===== src/rtl/sinkreg_pkg.sv =====
package sinkreg_pkg;
  // Port indices; lower index has write priority.
  localparam int NUM_PORTS  = 2;
  localparam int PORT_LEFT  = 0;
  localparam int PORT_RIGHT = 1;

  // Address match against the overlay word, widths handled by caller.
  function automatic logic addr_is(input logic [31:0] addr, input logic [31:0] target);
    return addr == target;
  endfunction
endpackage


===== src/rtl/sinkreg_decode.sv =====
module sinkreg_decode #(
  parameter int ADDR_W   = 13,
  parameter int REG_ADDR = 1
) (
  input  logic              en,
  input  logic [ADDR_W-1:0] addr,
  input  logic              map_sel_n,
  output logic              hit,
  output logic              ram_en
);
  import sinkreg_pkg::*;

  logic at_reg;
  assign at_reg = addr_is(32'(addr), 32'(REG_ADDR));

  // Register overlays the word only while the mode pin is low.
  assign hit    = en & at_reg & ~map_sel_n;
  assign ram_en = en & ~hit;
endmodule


===== src/rtl/sinkreg_store.sv =====
module sinkreg_store #(
  parameter int NBITS  = 5,
  parameter int NPORTS = 2
) (
  input  logic                         clk,
  input  logic                         rst_n,
  input  logic [NPORTS-1:0]            wr_req,
  input  logic [NPORTS-1:0][NBITS-1:0] wr_bits,
  output logic [NBITS-1:0]             state,
  output logic                         wr_any
);
  logic [NBITS-1:0] nxt;

  // Scan from highest index down so the lowest requesting port wins.
  always_comb begin
    nxt = state;
    for (int i = NPORTS - 1; i >= 0; i--) begin
      if (wr_req[i]) nxt = wr_bits[i];
    end
  end

  assign wr_any = |wr_req;

  always_ff @(posedge clk or negedge rst_n) begin
    if (!rst_n) state <= '0;
    else        state <= nxt;
  end
endmodule


===== src/rtl/sinkreg_readmux.sv =====
module sinkreg_readmux #(
  parameter int DATA_W = 16,
  parameter int NBITS  = 5
) (
  input  logic              sel,
  input  logic [NBITS-1:0]  state,
  output logic [DATA_W-1:0] rdata
);
  localparam int PAD_W = DATA_W - NBITS;

  assign rdata = sel ? {{PAD_W{1'b0}}, state} : '0;
endmodule


===== src/rtl/shared_sink_reg.sv =====
module shared_sink_reg #(
  parameter int ADDR_W   = 13,
  parameter int DATA_W   = 16,
  parameter int NBITS    = 5,
  parameter int REG_ADDR = 1
) (
  input  logic              clk,
  input  logic              rst_n,
  input  logic              map_sel_n,
  input  logic              lp_en,
  input  logic              lp_we,
  input  logic [ADDR_W-1:0] lp_addr,
  input  logic [DATA_W-1:0] lp_wdata,
  output logic [DATA_W-1:0] lp_rdata,
  output logic              lp_hit,
  output logic              lp_ram_en,
  input  logic              rp_en,
  input  logic              rp_we,
  input  logic [ADDR_W-1:0] rp_addr,
  input  logic [DATA_W-1:0] rp_wdata,
  output logic [DATA_W-1:0] rp_rdata,
  output logic              rp_hit,
  output logic              rp_ram_en,
  output logic [NBITS-1:0]  sink_en
);
  import sinkreg_pkg::*;

  localparam int NP = NUM_PORTS;

  logic [NP-1:0]             p_en, p_we, p_hit, p_ram_en, p_rd_sel;
  logic [NP-1:0][ADDR_W-1:0] p_addr;
  logic [NP-1:0][DATA_W-1:0] p_wdata, p_rdata;
  logic [NP-1:0][NBITS-1:0]  p_bits;
  logic [NP-1:0]             p_wr_req;
  logic                      wr_any;
  logic                      unused_hi_bits;

  assign p_en[PORT_LEFT]     = lp_en;
  assign p_we[PORT_LEFT]     = lp_we;
  assign p_addr[PORT_LEFT]   = lp_addr;
  assign p_wdata[PORT_LEFT]  = lp_wdata;
  assign p_en[PORT_RIGHT]    = rp_en;
  assign p_we[PORT_RIGHT]    = rp_we;
  assign p_addr[PORT_RIGHT]  = rp_addr;
  assign p_wdata[PORT_RIGHT] = rp_wdata;

  for (genvar g = 0; g < NP; g++) begin : g_port
    sinkreg_decode #(.ADDR_W(ADDR_W), .REG_ADDR(REG_ADDR)) u_dec (
      .en(p_en[g]), .addr(p_addr[g]), .map_sel_n(map_sel_n),
      .hit(p_hit[g]), .ram_en(p_ram_en[g])
    );
    assign p_wr_req[g] = p_hit[g] & p_we[g];
    assign p_rd_sel[g] = p_hit[g] & ~p_we[g];
    assign p_bits[g]   = p_wdata[g][NBITS-1:0];
    sinkreg_readmux #(.DATA_W(DATA_W), .NBITS(NBITS)) u_rd (
      .sel(p_rd_sel[g]), .state(sink_en), .rdata(p_rdata[g])
    );
  end

  sinkreg_store #(.NBITS(NBITS), .NPORTS(NP)) u_store (
    .clk(clk), .rst_n(rst_n), .wr_req(p_wr_req), .wr_bits(p_bits),
    .state(sink_en), .wr_any(wr_any)
  );

  // Upper write data bits are don't-care by definition.
  assign unused_hi_bits = ^{lp_wdata[DATA_W-1:NBITS], rp_wdata[DATA_W-1:NBITS], wr_any};

  assign lp_rdata  = p_rdata[PORT_LEFT];
  assign lp_hit    = p_hit[PORT_LEFT];
  assign lp_ram_en = p_ram_en[PORT_LEFT];
  assign rp_rdata  = p_rdata[PORT_RIGHT];
  assign rp_hit    = p_hit[PORT_RIGHT];
  assign rp_ram_en = p_ram_en[PORT_RIGHT];
endmodule


===== config.mk =====
export PLATFORM = sky130hd
export DESIGN_NAME = shared_sink_reg
export DESIGN_NICKNAME = d
export VERILOG_FILES = /design/src/rtl/sinkreg_pkg.sv /design/src/rtl/sinkreg_decode.sv /design/src/rtl/sinkreg_store.sv /design/src/rtl/sinkreg_readmux.sv /design/src/rtl/shared_sink_reg.sv
export SDC_FILE = /design/constraint.sdc
export NUM_CORES = 1
export LEC_CHECK = 0
export ABC_AREA = 1
export ABC_CLOCK_PERIOD_IN_PS = 1700
export BUFFER_PORTS_ARGS = -buffer_cell sky130_fd_sc_hd__buf_2
export CORE_UTILIZATION = 34
export CTS_CLUSTER_DIAMETER = 120
export DETAILED_ROUTE_END_ITERATION = 16
export GPL_TIMING_DRIVEN = 0
export PLACE_DENSITY = 0.85
export SETUP_SLACK_MARGIN = 0.15
export SYNTH_ARGS = -nofsm -noshare
export SYNTH_HDL_FRONTEND = slang
export SYNTH_SLANG_ARGS = --single-unit

===== constraint.sdc =====
create_clock -name clk -period 1.7 [get_ports clk]
set_clock_uncertainty 0.1 [all_clocks]
set_input_delay 0.085 -clock clk [delete_from_list [all_inputs] [get_ports clk]]
set_output_delay 0.085 -clock clk [all_outputs]
set_load 0.05 [all_outputs]

; ---- After elaboration in Yosys (flattened, before gate mapping)
; Index checks and enable logic that the tools add are counted.
; W data, S select, Z words.
[op_classes]
reduce_logical = 1
n_eq_ne = 2
muxes = 4
bitwise = 15
[ops]
columns = op, count
row1 = $eq A13 B1 Y1 const B, 2
row2 = $mux W5, 4
row3 = $and A1 B1 Y1, 10
row4 = $not A1 Y1, 5
row5 = $reduce_bool A2 Y1, 1
[word_totals]
word_cells = 23
output_inout_bits = 41
in_bits = 65
regBits = 5

; ---- Longest topological paths before layout
[logic_depth]
depth_word = 6
ltp_mapped = 9
depth_no_buf = 9

; ---- Hierarchy
; Synthesis repeated with hierarchy kept, for this count alone.
[hier_totals]
hier_cells = 136
hier_area_um2 = 729.4
[modules_own_cells]
columns = module, cells_each, seq_area_each_um2, instances, area_each_um2
row1 = sinkreg_readmux, 22, 0.0, 2, 123.9
row2 = sinkreg_store, 28, 125.1, 1, 231.5
row3 = sinkreg_decode, 28, 0.0, 2, 107.6
row4 = shared_sink_reg, 8, 0.0, 1, 35.0

; ---- Worst setup path after synthesis
; OpenSTA, ideal clock, no wires.
[synth_path]
path_kind = input to output
from = input rp_addr[10]
to = output rp_rdata[0]
t_arrival_ns = 1.559
t_required_ns = 1.515
cell_stages = 7
path_slack_ns = -0.044
n_path_buf = 0
cell_sequence = nor2_1 -> nand2_1 -> nor2_1 -> nand2_1 -> inv_1 -> nand2_2 -> nor2_1
[synth_via]
elab_chain_len = 5
[synth_lines]
columns = element, line_no
row1 = from (decl), shared_sink_reg.sv:19  ; input logic [ADDR_W-1:0] rp_addr,
row2 = $eq A13 B1 Y1, sinkreg_pkg.sv:9  ; return addr == target;
row3 = $and A1 B1 Y1 (2 in a row), sinkreg_decode.sv:17  ; assign hit = en & at_reg & ~map_sel_n;
row4 = via rp_hit, shared_sink_reg.sv:22  ; output logic rp_hit,
row5 = $and A1 B1 Y1, shared_sink_reg.sv:53  ; assign p_rd_sel[g] = p_hit[g] & ~p_we[g];
row6 = $mux W5, sinkreg_readmux.sv:11  ; assign rdata = sel ? {{PAD_W{1'b0}}, state} : '0;
row7 = to (decl), shared_sink_reg.sv:21  ; output logic [DATA_W-1:0] rp_rdata,
; The timed path passes the listed nets, and every way through them passes these cells.

; ---- Worst setup path after layout
[layout_path]
from = input lp_addr[9]
to = output lp_rdata[3]
[layout_via]
elab_chain_len = 5
[layout_lines]
columns = element, line_no
row1 = from (decl), shared_sink_reg.sv:12  ; input logic [ADDR_W-1:0] lp_addr,
row2 = $eq A13 B1 Y1, sinkreg_pkg.sv:9
row3 = $and A1 B1 Y1 (2 in a row), sinkreg_decode.sv:17
row4 = $and A1 B1 Y1, shared_sink_reg.sv:53
row5 = $mux W5, sinkreg_readmux.sv:11
row6 = to (decl), shared_sink_reg.sv:14  ; output logic [DATA_W-1:0] lp_rdata,
; No other way between the ends.

==> metrics.txt <==
Final setup viols 0; Routed WL per cell 7.54 microns; max-slew violations 0; Hold Path Depth 3; largest net degree at the start of global routing 7; Max Root-Sink Buffers 2; hpwl dp 1.82 mm; n_diodes 0; share of layout cells above drive strength 1 43.9%; die area 0.00261 sq mm; DRT Pass-1 Iters 4; MaxCap Viol Count 0; CP Launch Type input pin; CTS H-tree lvls 1; TritonCTS Buffers 3; Die Wd 51.1 microns; vias per cell 3.90; pwr/cell area 393 mW/mm^2; Avg Synthesized Cell Area 5.50 sq um; Yosys reg bits 5; maximum vdd ir drop ~0.00034 V; CTS tree yes; CP endpoint kind output pin; Syn Inst Count around 150; Netlist Area Pre-Place around 820 sq um; clock root buffer clkbuf_4; most frequent CP cell nand2_1; RR Startpoint u_store.state[1]$_DFFE_PN0P_; crit-path cells buf_2, nor2_1, nand2_1, nor2_1, nand2_1, inv_2, nand2_1, nor2_2, buf_2; leakage power 0.819 nW; CP max stage delay 0.27 ns; CP max stage cell buf_2; Biggest register u_store.state; max FFs per register 5; fill count roughly 240; Routability Congestion 0.680; Synth cell types 15; ANT nets after route 0; vias in the first global route 857; register area 125 sq um; via count between 1k and 1.5k; GR Util All Layers roughly 16%; first-pass GRT wire length 3.20 mm; worst hold path class input pin to flip-flop; Initial Utilization 36.7%; fmax 697 MHz; dpl ws around 0.3 ns; clk_lat worst skew 0.24 ns; multi-input logic area between 500 and 600 sq um; hold path startpoint rp_wdata[0]; Seq/Total Area, Yosys 15.3%; fin area roughly 0.0013 sq mm; r2r endpoint u_store.state[1]$_DFFE_PN0P_; drt total wl 2.01 mm; RSZ-0062 raised after global routing yes; biggest regs u_store.state: 5 flops; FP Rows 17; WP data arrival between 1 and 1.5 ns; DRC errors left 0; Warnings, synthesis 0; antenna violations before repair 0; instance area after placement between 0.001 and 0.0015 sq mm; setup bufs post-CTS 0; setup ws final 0.266 ns; IO Count 106; GR Overflow Total 0; Tot Pwr between 0.0005 and 0.0006 W; IO buf count 61; Final Cycle Share 84.4%; Hold Vio Cnt, Final 0; Die Y 51.1 microns; worst-case reg-to-reg path depth 3; Hold Path End u_store.state[0]$_DFFE_PN0P_; Data required, critical path 1.51 ns; crit path time final 1.43 ns; Core Area approximately 0.0022 sq mm; R2R setup slack 0.38 ns; worst-path fanout max 5; Final nets 305; clock tree sinks 5; DR iter-0 viols 6; WS Path Type input pin to output pin; Reg clk slew, reported paths 0.04 ns; area grow syn2layout 61.4%; status completed
[per-layer routing]
layer	part of all wire (%)	GRT usage (%)	vias to the layer above	wire length (microns)
met1	40	17.0	418	800
met5	0	0	-	0
met3	7.3	2.68	4	147
met4	0.94	8.33	0	19
met2	52	30.9	43	1050
li1	-	-	577	-
[timing repair]
action / CTS / global route
hold buffers: 4 / 0
endpoints found under the setup margin: 0 / 1
gates resized for setup: 0 / 1
hold endpoints to repair: 7 / 0
[worst max-delay path, delay by kind of cell]
family,cells,cell delay (ns)
buf+inv,3,0.44
simple gates,6,0.72
[synth_stat cells, drive strengths merged]
library cell,n,area share [%]
nor2,48,24
nand2,32,16
inv,24,11
buf,22,20
nand3,13,9.5
dfrtp,5,15
nand4,3,2.3
clkinv,1,0.46
conb,1,0.46
[stage by stage]
step | instances | util (%) | hold WS [ns] | setup TNS (ns)
4_1_cts | 267 | 59.0 | 0.00963 | 0
2_1_floorplan | 170 | - | -0.311 | -0.219
3_3_place_gp | 259 | 56.0 | -0.201 | 0
5_1_grt | 267 | 59.2 | 0.0293 | 0
6_report | 267 | 59.2 | 0.00781 | 0
3_5_place_dp | 259 | 56.0 | -0.198 | 0
[kinds of logic after synthesis]
family | synth area share (%)
other | 0.458
buffers and inverters | 31.6
DFF | 15.3
and+or+nand+nor | 52.7
[report_power, final]
group          switching (W)  internal, W  total (W)
Clock              0.0000493    0.0000888   0.000138
Sequential       0.000000126     0.000120   0.000120
Combinational       0.000171    0.0000905   0.000261
[placed cells by master, fill, tap and decap left out]
master,instances
buf_2,61
nor2_1,39
nand2_1,28
buf_4,22
conb_1,22
inv_1,20
nand3_1,11
nor2_2,7
dfrtp_1,5
inv_2,4
dlygate4sd3_1,4
nand2_2,3
nand4_1,3
clkbuf_4,3
nor2_4,2
nand3_2,1
clkinv_1,1
nand3_4,1
nand2_4,1
clkbuf_1,1
[worst max path at each step]
| stage | slack (ns) | from | to |
|---|---|---|---|
| 6_report | 0.27 | lp_addr[9] | lp_rdata[3] |
| 3_3_place_gp | 0.32 | lp_addr[11] | lp_rdata[3] |
| 2_1_floorplan | -0.04 | rp_addr[10] | rp_rdata[0] |
| 3_5_place_dp | 0.30 | lp_addr[9] | lp_rdata[3] |
| 5_1_grt | 0.13 | lp_addr[11] | lp_rdata[3] |
| 4_1_cts | 0.28 | lp_addr[9] | u_store.state[1]$_DFFE_PN0P_ |
[cell type report]
class	instances	share of cell area, %
inverter	25	7.10
multi-input combinational	118	40.2
timing repair buffer	65	26.1
buffer	22	12.5
tap	28	2.65
sequential	5	9.46
clock buffer	4	1.99
Power figures use the tool's default switching activity.
